===== config.mk =====
export PLATFORM = sky130hd
export DESIGN_NAME = req_arbiter
export DESIGN_NICKNAME = d
export VERILOG_FILES = /design/src/rtl/arb_pkg.sv /design/src/rtl/arb_lowest_enc.sv /design/src/rtl/arb_rr_window.sv /design/src/rtl/arb_hold_ctl.sv /design/src/rtl/req_arbiter.sv
export SDC_FILE = /design/constraint.sdc
export NUM_CORES = 1
export LEC_CHECK = 0
export BUFFER_PORTS_ARGS = -buffer_cell sky130_fd_sc_hd__buf_2
export CAP_MARGIN = 20
export CORE_AREA = 2 2 39 41
export DETAILED_ROUTE_END_ITERATION = 8
export DIE_AREA = 0 0 41 43
export HOLD_SLACK_MARGIN = 0.03
export MAX_ROUTING_LAYER = met4
export PLACE_DENSITY = 0.75
export SLEW_MARGIN = 20
export SYNTH_ARGS = -nofsm -noshare
export SYNTH_HDL_FRONTEND = slang
export SYNTH_SLANG_ARGS = --single-unit

===== constraint.sdc =====
create_clock -name clk -period 2.5 [get_ports clk]
set_input_delay 0.5 -clock clk [delete_from_list [all_inputs] [get_ports clk]]
set_output_delay 0.5 -clock clk [all_outputs]
set_load 0.005 [all_outputs]

===== src/rtl/arb_pkg.sv =====
package arb_pkg;
  typedef enum logic {
    PICK_FIXED = 1'b0,
    PICK_RR    = 1'b1
  } pick_mode_e;

  typedef enum logic [1:0] {
    HOLD_NONE    = 2'd0,
    HOLD_RELEASE = 2'd1,
    HOLD_ACK     = 2'd2
  } hold_mode_e;
endpackage


===== src/rtl/arb_lowest_enc.sv =====
// Lowest-index priority encoder: one-hot, binary index, any-set flag.
module arb_lowest_enc #(
  parameter int unsigned N = 4,
  parameter int unsigned W = 2
) (
  input  logic [N-1:0] vec,
  output logic [N-1:0] oh,
  output logic [W-1:0] idx,
  output logic         any
);
  function automatic logic [W-1:0] f_first_set(input logic [N-1:0] v);
    logic [W-1:0] r;
    r = '0;
    for (int i = N - 1; i >= 0; i--) begin
      if (v[i]) r = W'(i);
    end
    return r;
  endfunction

  always_comb begin
    any = |vec;
    idx = f_first_set(vec);
    oh  = any ? (N'(1) << idx) : '0;
  end
endmodule


===== src/rtl/arb_rr_window.sv =====
// Keeps only the requests strictly above the previous winner.
module arb_rr_window #(
  parameter int unsigned N = 4,
  parameter int unsigned W = 2
) (
  input  logic [W-1:0] last_idx,
  input  logic [N-1:0] vec,
  output logic [N-1:0] upper
);
  function automatic logic [N-1:0] f_above_mask(input logic [W-1:0] ptr);
    logic [N-1:0] m;
    for (int i = 0; i < N; i++) m[i] = (i > int'(ptr));
    return m;
  endfunction

  assign upper = vec & f_above_mask(last_idx);
endmodule


===== src/rtl/arb_hold_ctl.sv =====
// Decides whether the current grant is retained this cycle.
module arb_hold_ctl #(
  parameter arb_pkg::hold_mode_e HOLD = arb_pkg::HOLD_RELEASE,
  parameter int unsigned N = 4,
  parameter int unsigned W = 2
) (
  input  logic         granted,
  input  logic [W-1:0] cur_idx,
  input  logic [N-1:0] req,
  input  logic [N-1:0] ack,
  output logic         keep
);
  generate
    if (HOLD == arb_pkg::HOLD_RELEASE) begin : g_release
      logic unused_ack;
      assign unused_ack = ^ack;
      assign keep = granted && req[cur_idx];
    end else if (HOLD == arb_pkg::HOLD_ACK) begin : g_ack
      logic unused_req;
      assign unused_req = ^req;
      assign keep = granted && !ack[cur_idx];
    end else begin : g_none
      logic unused_in;
      assign unused_in = ^{req, ack, cur_idx, granted};
      assign keep = 1'b0;
    end
  endgenerate
endmodule


===== src/rtl/req_arbiter.sv =====
module req_arbiter #(
  parameter int unsigned         N_REQ = 4,
  parameter arb_pkg::pick_mode_e PICK  = arb_pkg::PICK_RR,
  parameter arb_pkg::hold_mode_e HOLD  = arb_pkg::HOLD_RELEASE,
  localparam int unsigned        IDX_W = (N_REQ > 1) ? $clog2(N_REQ) : 1
) (
  input  logic             clk,
  input  logic             rst_n,
  input  logic [N_REQ-1:0] req_i,
  input  logic [N_REQ-1:0] ack_i,
  output logic [N_REQ-1:0] grant_o,
  output logic [IDX_W-1:0] grant_idx_o,
  output logic             grant_valid_o
);
  logic [N_REQ-1:0] gnt_q;
  logic [IDX_W-1:0] idx_q;
  logic             vld_q;

  // named internal events
  logic             keep_grant;
  logic             rearb;
  logic [N_REQ-1:0] pick_oh;
  logic [IDX_W-1:0] pick_idx;
  logic             pick_any;

  arb_hold_ctl #(.HOLD(HOLD), .N(N_REQ), .W(IDX_W)) u_hold (
    .granted (vld_q),
    .cur_idx (idx_q),
    .req     (req_i),
    .ack     (ack_i),
    .keep    (keep_grant)
  );

  assign rearb = !keep_grant;

  logic [N_REQ-1:0] all_oh;
  logic [IDX_W-1:0] all_idx;
  logic             all_any;

  arb_lowest_enc #(.N(N_REQ), .W(IDX_W)) u_enc_all (
    .vec (req_i),
    .oh  (all_oh),
    .idx (all_idx),
    .any (all_any)
  );

  generate
    if (PICK == arb_pkg::PICK_RR) begin : g_rr
      logic [IDX_W-1:0] last_q;
      logic [N_REQ-1:0] upper_req;
      logic [N_REQ-1:0] hi_oh;
      logic [IDX_W-1:0] hi_idx;
      logic             hi_any;

      arb_rr_window #(.N(N_REQ), .W(IDX_W)) u_win (
        .last_idx (last_q),
        .vec      (req_i),
        .upper    (upper_req)
      );

      arb_lowest_enc #(.N(N_REQ), .W(IDX_W)) u_enc_hi (
        .vec (upper_req),
        .oh  (hi_oh),
        .idx (hi_idx),
        .any (hi_any)
      );

      assign pick_oh  = hi_any ? hi_oh  : all_oh;
      assign pick_idx = hi_any ? hi_idx : all_idx;
      assign pick_any = all_any;

      always_ff @(posedge clk) begin
        if (!rst_n) begin
          last_q <= IDX_W'(N_REQ - 1);
        end else if (rearb && pick_any) begin
          last_q <= pick_idx;
        end
      end
    end else begin : g_fixed
      assign pick_oh  = all_oh;
      assign pick_idx = all_idx;
      assign pick_any = all_any;
    end
  endgenerate

  always_ff @(posedge clk) begin
    if (!rst_n) begin
      gnt_q <= '0;
      idx_q <= '0;
      vld_q <= 1'b0;
    end else if (rearb) begin
      gnt_q <= pick_oh;
      idx_q <= pick_idx;
      vld_q <= pick_any;
    end
  end

  assign grant_o       = gnt_q;
  assign grant_idx_o   = idx_q;
  assign grant_valid_o = vld_q;

  // grant encoding consistency
  a_r2_onehot: assert property (@(posedge clk) disable iff (!rst_n)
    $onehot0(grant_o));
  a_r2_valid_any: assert property (@(posedge clk) disable iff (!rst_n)
    grant_valid_o == (grant_o != '0));
  a_r2_idx_match: assert property (@(posedge clk) disable iff (!rst_n)
    grant_valid_o |-> grant_o[grant_idx_o]);

  generate
    if (HOLD != arb_pkg::HOLD_ACK) begin : g_chk_idle
      a_r3_idle: assert property (@(posedge clk) disable iff (!rst_n)
        (req_i == '0) |=> !grant_valid_o);
      a_r6_new_grant_requested: assert property (@(posedge clk) disable iff (!rst_n)
        (grant_valid_o && !$stable(grant_o)) |-> (($past(req_i) & grant_o) != '0));
    end
    if (HOLD == arb_pkg::HOLD_RELEASE) begin : g_chk_rel
      a_r8_hold_while_req: assert property (@(posedge clk) disable iff (!rst_n)
        (grant_valid_o && req_i[grant_idx_o]) |=> $stable(grant_o));
    end
    if (HOLD == arb_pkg::HOLD_ACK) begin : g_chk_ack
      a_r9_hold_until_ack: assert property (@(posedge clk) disable iff (!rst_n)
        (grant_valid_o && !ack_i[grant_idx_o]) |=> $stable(grant_o));
    end
    if (PICK == arb_pkg::PICK_FIXED && HOLD == arb_pkg::HOLD_NONE) begin : g_chk_fix
      a_r4_lowest_wins: assert property (@(posedge clk) disable iff (!rst_n)
        grant_valid_o |-> (($past(req_i) & (grant_o - N_REQ'(1))) == '0));
    end
  endgenerate
endmodule


==> metrics, run 1 <==
outcome finished, final reports clean; Sink Count 9; synthesized flop and latch total 9; Worst Hold Path Cells 2; Lkg Pwr ~0.27 nW; worst reg-to-reg setup slack just over 1 ns; largest net degree at the start of global routing 14; Core Area 1380 um2; final slew viol count 0; Ys Warns 0; Syn Area/Cell ~8 um2; I/O pins 17; starting density of the core 41.0%; initial antenna violation count 0; Reg2Reg Depth 5; Hold Buf Count CTS 0; routed via count 531; CP max stage delay ~0.4 ns; post-route ant nets 0; Hold Slack around 0.45 ns; Setup CP Type register to register; Residual DRC 0; peak supply drop just over 0.3 mV; die span in y 43 um; CP max stage cell dfxtp_1; routed length per placed instance approximately 11 um; first-pass GRT wire length between 1.5 and 2 mm; fin area 638 um2; CTS Root Cell clkbuf_4; layout cells sized above 1 a little over a fifth; via density per instance roughly 5.4; hold_sp grant_o[3]$_SDFFE_PN0N_; CP Capture Type register; Peak Freq ~670 MHz; CP bufs+invs 1; Resize count post-CTS 0; Rel. slew slack between 60% and 70%; H-Tree Level Count 1; gr ovfl total 0; worst path required time 2.69 ns; CP cell instances mux2i_1 > o22ai_1 > buf_4 > or3b_1 > a21boi_1; CTS Buffer Depth 2; Die Width 41 um; CP max FO 13; RSZ-0062 raised after global routing no; setup_tns 0 ns; Tcrit/Tclk final approximately 60%; CTS tree yes; Synthesized Nets 81; DPL Wire Length approximately 800 um; Power Dens Cells around 600 nW/um2; vias in the first global route approximately 430; CTS buffer count 3; Worst Setup Start Kind register; Initial DRT Pass Iterations 4; final setup fails 0; Critical path origin grant_idx_o[0]$_SDFFE_PN0N_; total power just under 0.4 mW; Max-cap violations 0; IO Port Bufs 12; Worst-Skew Late Latency approximately 0.26 ns; Arr. time, crit path between 1.5 and 2 ns; Total GRT Usage 16.0%; initial drt markers 4; R2R Path End grant_o[1]$_SDFFE_PN0N_; worst r2r src grant_idx_o[0]$_SDFFE_PN0N_; Hold Path Sink grant_o[3]$_SDFFE_PN0N_; Final WS setup 1.01 ns; die area between 1500 and 2000 um2; clk_skew 0.000210 ns; nets@finish 94; postcts setup bufs 0; crit path time final 1.49 ns; # diodes 0; Crit. path cell count 5; Area after DPL roughly 600 um2; pre-CTS setup slack about 0.80 ns; Yosys cell types 28; Worst-Margin Slew ~0.45 ns; Clock transition at path regs 0.06 ns; sequential cell area fraction in the yosys report around a third; area growth from synthesis to layout 12.3%; worst min-delay path class register to register; Mapped Area about 570 um2; CP top delay family flip-flops; GPL Wtd Cong roughly 0.75; Post-Route WL 1.11 mm; Final Hold Fails 0; Synth Instances slightly above 70; placement row count 14
-- flip-flops by register name, summed over array words and instances, names as in the netlist --
name / count
g_rr.last_q: 2
grant_idx_o: 2
grant_o: 4
grant_valid_o: 1
-- Yosys cell counts --
cell type | n | area [um2]
a211o_1 | 1 | 8.76
a211oi_1 | 1 | 7.51
a21boi_1 | 5 | 37.5
a21o_1 | 2 | 15.0
a21oi_1 | 1 | 5.00
a31o_1 | 1 | 8.76
and2_1 | 1 | 6.26
buf_2 | 2 | 10.0
buf_6 | 3 | 33.8
dfxtp_1 | 9 | 180
inv_1 | 3 | 11.3
mux2i_1 | 2 | 20.0
nand2_1 | 8 | 30.0
nand2b_1 | 3 | 18.8
nand3_1 | 1 | 5.00
nor2_1 | 5 | 18.8
nor2b_1 | 4 | 25.0
nor4_2 | 1 | 12.5
o21ai_0 | 8 | 40.0
o21ai_1 | 1 | 5.00
o221ai_1 | 1 | 8.76
o22a_1 | 1 | 8.76
o22ai_1 | 1 | 6.26
o311ai_1 | 1 | 8.76
o32ai_1 | 1 | 8.76
or2_2 | 1 | 6.26
or3_1 | 2 | 12.5
or3b_1 | 1 | 8.76
-- how the worst max path moves through the flow --
stage                                    to
floorplan           grant_o[1]$_SDFFE_PN0N_
global placement    grant_o[1]$_SDFFE_PN0N_
detailed placement  grant_o[1]$_SDFFE_PN0N_
CTS                 grant_o[1]$_SDFFE_PN0N_
global route        grant_o[1]$_SDFFE_PN0N_
finish              grant_o[1]$_SDFFE_PN0N_
-- per-stage QoR --
stage,util (%),cells
floorplan,-,71
global placement,44.2,95
detailed placement,44.2,95
CTS,46.1,99
global route,46.1,99
finish,46.1,99
-- worst register-to-register path, cell delays in order (launching register included) --
cell and delay, ns:
dfxtp_1 0.40, mux2i_1 0.25, o22ai_1 0.10, buf_4 0.18
or3b_1 0.37, a21boi_1 0.12
-- area by class of cell --
type / count / area [um2]
repair buffers: 13 / 67.6
fillers: 138 / 746
inverters: 3 / 11.3
flip-flops and latches: 9 / 180
multi-input cells: 54 / 333
well taps: 16 / 20.0
clock buffers: 4 / 26.3
-- placed cells by master, fill, tap and decap left out, types with 2 or more instances in the layout --
cell      netlist  routed
buf_2           2      12
nand2_1         8       8
mux2i_1         2       2
dfxtp_1         9       9
or3_1           2       2
o21ai_0         8       8
clkbuf_4        0       3
inv_1           3       3
a21o_1          2       2
nor2_1          5       5
nor2b_1         4       4
a21boi_1        5       5
nand2b_1        3       3
-- layer usage --
metal	up-vias	track usage, %	wire length, um
li1	277	-	-
met1	240	16.7	486
met2	12	23.1	546
met3	2	9.42	63
met4	0	8.00	13
met5	-	-	0
-- cell families (layout without fill, tap and decap cells) --
logic type	Yosys count	after routing	synth area share [%]
muxes	2	2	3.52
AOI/OAI and AO/OA	25	25	29.7
and+or+nand+nor	27	27	25.3
DFF	9	9	31.7
buffers and inverters	8	20	9.69
-- report_power, final --
part / switching (mW) / internal (mW) / total, mW
Combinational: 0.0494 / 0.0491 / 0.0985
Clock: 0.0479 / 0.0613 / 0.109
Sequential: 0.0178 / 0.159 / 0.177
Total: 0.115 / 0.270 / 0.385
(Power assumes the default switching activity.)
==> run 2, diff against run 1 <==
--- a/config.mk
+++ b/config.mk
@@ -5,6 +5,7 @@
 export SDC_FILE = /design/constraint.sdc
 export NUM_CORES = 1
 export LEC_CHECK = 0
+export ABC_AREA = 1
 export BUFFER_PORTS_ARGS = -buffer_cell sky130_fd_sc_hd__buf_2
 export CAP_MARGIN = 20
 export CORE_AREA = 2 2 39 41
==> constraint.sdc (replaced) <==
create_clock -name clk -period 1.2 [get_ports clk]
set_input_delay 0.24 -clock clk [delete_from_list [all_inputs] [get_ports clk]]
set_output_delay 0.24 -clock clk [all_outputs]
set_load 0.005 [all_outputs]
==> run 2 against run 1 <==
Clock skew is 0.0014 ns higher. Critical path depth is 3 higher. Die area stayed put. Critical path type unchanged. Worst hold slack worse by 0.20 ns. Register-to-register slack lost 0.92 ns. Non-clock buffer count up 1. Sequential share of layout area down 0.39 points.
==> metrics, run 2 <==
setup_tns 0 ns (unchanged); CP cell instances inv_2 > nand2_1 > nand3_2 > nand2_2 > nand2_2 > inv_1 > nor2_1 > nor2_1 (was mux2i_1 > o22ai_1 > buf_4 > or3b_1 > a21boi_1); post-route ant nets 0 (unchanged); Syn Area/Cell 6.09 um2 (was 8.00 um2); Rel. slew slack 84.0% (was 70.0%); first-pass GRT wire length 1.85 mm (was 1.81 mm); most frequent cells in the layout 27 x nand2_1, 16 x nor2_1, 12 x buf_2 (was 12 x buf_2, 9 x dfxtp_1, 8 x o21ai_0, 8 x nand2_1); CP max stage delay 0.34 ns (was 0.40 ns); Peak Freq 904 MHz (was 671 MHz); post-synth top area share 33.3% (was 31.7%); Yosys cell types 14 (was 28); CP max stage cell dfxtp_2 (was dfxtp_1); GPL Wtd Cong 0.982 (was 0.745); Critical path origin grant_idx_o[0]$_SDFFE_PN0N_ (unchanged); Initial DRT Pass Iterations 4 (unchanged); die span in y 43 um (unchanged); CTS Root Cell clkbuf_4 (unchanged); Final Hold Fails 0 (unchanged); starting density of the core 39.2% (was 41.0%); Synth Instances 89 (was 71); Sink Count 9 (unchanged); nets@finish 117 (was 94); CTS Buffer Depth 2 (unchanged); area growth from synthesis to layout 21.9% (was 12.3%); Worst-Skew Late Latency 0.26 ns (about the same); Lkg Pwr 0.380 nW (was 0.272 nW); Synthesized Nets 99 (was 81); worst r2r src grant_idx_o[0]$_SDFFE_PN0N_ (unchanged); Mapped Area 542 um2 (was 568 um2); Total GRT Usage 16.2% (was 16.0%); die area 1760 um2 (unchanged); share of synthesized registers carrying an async set or reset 0% (unchanged); largest net degree at the start of global routing 12 (was 14); Ys Warns 0 (unchanged); Die Width 41 um (unchanged); Setup CP Type register to register (unchanged); placed cells 118 (was 95); count leader, synth nand2_1 (was dfxtp_1); CP max FO 11 (was 13); via density per instance 4.70 (was 5.36); Most used DFF post-synth dfxtp_1 (unchanged); H-Tree Level Count 1 (unchanged); CP top delay family simple AND/OR/NAND/NOR gates (was flip-flops); worst path required time 1.36 ns (was 2.69 ns); CTS tree yes (unchanged); Post-Route WL 1.16 mm (was 1.11 mm); sequential cell area fraction in the yosys report 33.3% (was 31.7%); routed via count 574 (was 531); number of synthesized flops with an enable pin 0 (unchanged); Reg2Reg Depth 8 (was 5); Synth area leaders dfxtp_1 33%, nand2_1 19%, nor2_1 12% (was dfxtp_1 32%, o21ai_0 7.0%, a21boi_1 6.6%); non-filler cells, final 122 (was 99); Hold Path Sink g_rr.last_q[0]$_SDFFE_PN1P_ (was grant_o[3]$_SDFFE_PN0N_); initial drt markers 13 (was 4); Power Dens Cells 1450 nW/um2 (was 603 nW/um2); placement row count 14 (unchanged); crit path time final 1.11 ns (was 1.49 ns); Clock transition at path regs 0.06 ns (about the same); CP Capture Type register (unchanged); Max-cap violations 0 (unchanged); peak supply drop 0.749 mV (was 0.310 mV); gr ovfl total 0 (unchanged); outcome finished, final reports clean (unchanged); # diodes 0 (unchanged); CTS buffer count 3 (unchanged); max reg flops 4 (unchanged); initial antenna violation count 0 (unchanged); R2R Path End grant_o[2]$_SDFFE_PN0N_ (was grant_o[1]$_SDFFE_PN0N_); DPL Wire Length 905 um (was 785 um); Worst Setup Start Kind register (unchanged); IO Port Bufs 12 (unchanged); synthesized flop and latch total 9 (unchanged); layout cells sized above 1 32.1% (was 21.7%); Worst Hold Path Cells 2 (unchanged); postcts setup bufs 0 (unchanged); worst min-delay path class input port to register (was register to register); post-synth top area cell dfxtp_1 (unchanged); Core Area 1380 um2 (unchanged); clk_skew 0.00162 ns (was 0.000210 ns); final slew viol count 0 (unchanged); final setup fails 0 (unchanged); vias in the first global route 499 (was 434); Arr. time, crit path 1.26 ns (was 1.68 ns); Tcrit/Tclk final 92.2% (was 59.6%); RSZ-0062 raised after global routing no (unchanged); Hold Slack 0.243 ns (was 0.445 ns); Post-synth top cells 28 x nand2_1, 17 x nor2_1, 9 x dfxtp_1 (was 9 x dfxtp_1, 8 x nand2_1, 8 x o21ai_0); Residual DRC 0 (unchanged); most common cell after layout, fill and taps aside nand2_1 (was buf_2); hold_sp rst_n (was grant_o[3]$_SDFFE_PN0N_); worst reg-to-reg setup slack 0.09 ns (was 1.01 ns); I/O pins 17 (unchanged); CP bufs+invs 2 (was 1); routed length per placed instance 9.49 um (was 11.2 um); Worst-Margin Slew 0.239 ns (was 0.446 ns)
run 2: changes by cell type in the layout (fill, tap and decap cells not counted), sizes merged, moves of 4 or more:
cell,previous run,this run
nand2,8,32
nor2,5,17
inv,3,13
nand3,1,7
a21boi,5,0
o21ai,9,4
nor2b,4,0
run 2: worst max path at each step:
stage,end,slack [ns],cells past startpoint
3_5_place_dp,grant_o[2]$_SDFFE_PN0N_,0.02,9
4_1_cts,grant_o[2]$_SDFFE_PN0N_,0.04,7
6_report,grant_o[2]$_SDFFE_PN0N_,0.09,8
3_3_place_gp,grant_o[2]$_SDFFE_PN0N_,0.03,9
5_1_grt,grant_o[3]$_SDFFE_PN0N_,0.005,6
2_1_floorplan,grant_o[0]$_SDFFE_PN0N_,0.12,8
run 2: power by group:
group	switching, mW	leakage, nW	internal, mW
sequential	0.0406	0.0747	0.354
clock	0.102	0.0150	0.128
combinational	0.197	0.290	0.138
total	0.340	0.380	0.620
run 2: kinds of logic (layout without fill, tap and decap cells):
| family | Yosys count | in the layout | share of synthesized area [%] |
|---|---|---|---|
| AOI/OAI and AO/OA | 8 | 8 | 8.31 |
| buffers and inverters | 14 | 31 | 11.1 |
| DFF | 9 | 9 | 33.3 |
| and+or+nand+nor | 58 | 58 | 47.3 |
run 2: layout make-up:
type	count	area, um2
clock buffer	4	26.3
sequential	9	184
timing repair buffer	14	75.1
tap	16	20.0
inverter	13	48.8
fill	146	723
multi-input combinational	66	307
run 2: per-stage QoR:
stage | cell area, um2 | utilization (%) | power (mW) | setup WS (ns)
2_1_floorplan | 542 | - | 0.625 | 0.118
4_1_cts | 652 | 47.1 | 0.958 | 0.0360
3_3_place_gp | 626 | 45.2 | 0.716 | 0.0263
6_report | 661 | 47.7 | 0.960 | 0.0933
3_5_place_dp | 626 | 45.2 | 0.725 | 0.0182
5_1_grt | 661 | 47.7 | 1.04 | 0.00491
run 2: per-layer routing:
layer  up-vias  wire [um]  share of wire (%)  track usage [%]
met5         -          0                  0                -
met4         0         37                3.2             8.67
met3         4         73                6.3             9.95
met2        19        538                 46             22.8
met1       242        509                 44             16.9
li1        309          -                  -                -
run 2: what timing repair did:
action | 4_1_cts | 5_1_grt
gates resized for setup | 0 | 6
endpoints found under the setup margin | 0 | 8
hold buffers | 0 | 0
==> run 3, diff against run 2 <==
--- a/config.mk
+++ b/config.mk
@@ -13,7 +13,7 @@
 export DIE_AREA = 0 0 41 43
 export HOLD_SLACK_MARGIN = 0.03
 export MAX_ROUTING_LAYER = met4
-export PLACE_DENSITY = 0.75
+export PLACE_DENSITY = 0.68
 export SLEW_MARGIN = 20
 export SYNTH_ARGS = -nofsm -noshare
 export SYNTH_HDL_FRONTEND = slang
==> run 3 against run 2 <==
Critical path depth unchanged. Largest cell class unchanged. Largest power group unchanged. Worst setup slack better by 0.036 ns. Clock power up 4%. Via count up 0.70%. Cell count up 0.82%. Design area up 1.7%. Non-clock buffer count up 1. Power up 1.4%.
==> metrics, run 3 (same netlist as run 2, synthesis figures left out) <==
CP Capture Type register (unchanged); worst reg-to-reg setup slack 0.13 ns (was 0.09 ns); setup_tns 0 ns (unchanged); Clock transition at path regs 0.07 ns (was 0.06 ns); worst r2r src grant_idx_o[0]$_SDFFE_PN0N_ (unchanged); max reg flops 4 (unchanged); outcome finished, final reports clean (unchanged); most frequent cells in the layout 27 x nand2_1, 16 x nor2_1, 12 x buf_2 (unchanged); die area 1760 um2 (unchanged); worst min-delay path class input port to register (unchanged); final setup fails 0 (unchanged); Worst-Margin Slew 0.234 ns (was 0.239 ns); most common cell after layout, fill and taps aside nand2_1 (unchanged); Sink Count 9 (unchanged); die span in y 43 um (unchanged); Post-Route WL 1.14 mm (was 1.16 mm); Hold Buf Count CTS 0 (unchanged); Arr. time, crit path 1.28 ns (was 1.26 ns); Sequential Power Share 40.3% (was 41.1%); Initial DRT Pass Iterations 4 (unchanged); Int Power 0.623 mW (was 0.620 mW); I/O pins 17 (unchanged); Final WS setup 0.129 ns (was 0.0933 ns); CP bufs+invs 2 (unchanged); Lkg Pwr 0.390 nW (was 0.380 nW); hold_sp rst_n (unchanged); CTS buffer count 3 (unchanged); Hold Path Sink g_rr.last_q[0]$_SDFFE_PN1P_ (unchanged); Worst-Skew Late Latency 0.26 ns (about the same); Worst Setup Start Kind register (unchanged); area growth from synthesis to layout 24.0% (was 21.9%); Power Dens Cells 1450 nW/um2 (about the same); R2R Path End grant_o[1]$_SDFFE_PN0N_ (was grant_o[2]$_SDFFE_PN0N_); final slew viol count 0 (unchanged); CP top delay family simple AND/OR/NAND/NOR gates (unchanged); most frequent CP cell nor2_1; Reg2Reg Depth 8 (unchanged); Die Width 41 um (unchanged); Combinational Power Share 35.0% (about the same); fillers 158 (was 146); CP max stage delay 0.39 ns (was 0.34 ns); placement row count 14 (unchanged); Tcrit/Tclk final 89.2% (was 92.2%); pre-CTS setup slack 0.0207 ns (was 0.0182 ns); Setup CP Type register to register (unchanged); peak supply drop 0.712 mV (was 0.749 mV); post-route ant nets 0 (unchanged); NetSw 0.350 mW (was 0.340 mW); Core Area 1380 um2 (unchanged); RSZ-0062 raised after global routing no (unchanged); routed via count 578 (was 574); Rel. slew slack 84.3% (was 84.0%); Worst Hold Path Cells 2 (unchanged); worst path required time 1.41 ns (was 1.36 ns); area of the multi-input gates 312 um2 (was 307 um2); switch share 35.9% (was 35.4%); CP max stage cell dfxtp_1 (was dfxtp_2); gr ovfl total 0 (unchanged); clk_skew 0.00681 ns (was 0.00162 ns); first-pass GRT wire length 1.89 mm (was 1.85 mm); Residual DRC 0 (unchanged); Final Hold Fails 0 (unchanged); vias in the first global route 479 (was 499); Peak Freq 934 MHz (was 904 MHz); DPL Wire Length 905 um (unchanged); CP max FO 11 (unchanged); CTS Buffer Depth 2 (unchanged); routed length per placed instance 9.27 um (was 9.49 um); Clock power frac 24.6% (was 24.0%); CTS Root Cell clkbuf_4 (unchanged); largest net degree at the start of global routing 12 (unchanged); starting density of the core 39.2% (unchanged); initial drt markers 10 (was 13); crit path time final 1.07 ns (was 1.11 ns); CTS tree yes (unchanged); Reg area 183 um2 (was 184 um2); CP cell instances inv_2 > nand2_1 > nand3_2 > nand2_2 > nand2_4 > inv_1 > nor2_1 > nor2_1 (was inv_2 > nand2_1 > nand3_2 > nand2_2 > nand2_2 > inv_1 > nor2_1 > nor2_1); Max-cap violations 0 (unchanged); H-Tree Level Count 1 (unchanged); initial antenna violation count 0 (unchanged); GPL Wtd Cong 0.903 (was 0.982); # diodes 0 (unchanged); layout cells sized above 1 31.8% (was 32.1%); via density per instance 4.70 (about the same); nets@finish 118 (was 117); IO Port Bufs 12 (unchanged); postcts setup bufs 0 (unchanged); Total GRT Usage 16.7% (was 16.2%)
==> run 3: per-stage QoR <==
stage               util, %  cell area, um2  hold WS (ns)  instances  power, mW
CTS                    47.6             659         0.231        123      0.973
detailed placement     45.8             633         0.469        119      0.725
finish                 48.6             672         0.236        123      0.973
floorplan                 -             542         0.324         89      0.625
global placement       45.8             633         0.460        119      0.720
global route           48.6             672         0.238        123       1.05
==> run 3: timing repair <==
action                                  4_1_cts  5_1_grt
hold endpoints to repair                      0        0
gates resized for setup                       0        5
endpoints found under the setup margin        0        6
==> run 3: worst max path at each step <==
stage                                      startpoint                      end  slack (ns)  cells past startpoint
after detailed placement                     req_i[1]  grant_o[2]$_SDFFE_PN0N_        0.02                      9
after global routing      grant_idx_o[1]$_SDFFE_PN0N_  grant_o[1]$_SDFFE_PN0N_        0.02                      7
final                     grant_idx_o[0]$_SDFFE_PN0N_  grant_o[1]$_SDFFE_PN0N_        0.13                      8
after global placement                       req_i[1]  grant_o[1]$_SDFFE_PN0N_        0.03                      9
after CTS                 grant_idx_o[0]$_SDFFE_PN0N_  grant_o[2]$_SDFFE_PN0N_        0.06                      7
after floorplan           grant_idx_o[0]$_SDFFE_PN0N_  grant_o[0]$_SDFFE_PN0N_        0.12                      8
==> run 3: metal layers <==
metal	wire [um]	vias up	GRT usage (%)
met5	0	-	-
met4	10	0	6.00
met3	72	2	7.85
met2	564	15	23.8
met1	492	254	20.0
li1	-	307	-
==> run 3: layout make-up <==
| cell class | count | area share [%] |
|---|---|---|
| Tap cell | 16 | 2.98 |
| Multi-Input combinational cell | 66 | 46.4 |
| Sequential cell | 9 | 27.2 |
| Clock buffer | 4 | 3.91 |
| Inverter | 13 | 7.26 |
| Timing Repair Buffer | 15 | 12.3 |
==> run 3: power by group through the flow <==
stage | Clock (mW) | Combinational [mW] | Sequential [mW]
2_1_floorplan | 0 | 0.229 | 0.397
3_3_place_gp | 0 | 0.326 | 0.394
3_5_place_dp | 0 | 0.329 | 0.396
4_1_cts | 0.253 | 0.331 | 0.389
5_1_grt | 0.263 | 0.392 | 0.399
6_report | 0.240 | 0.341 | 0.392
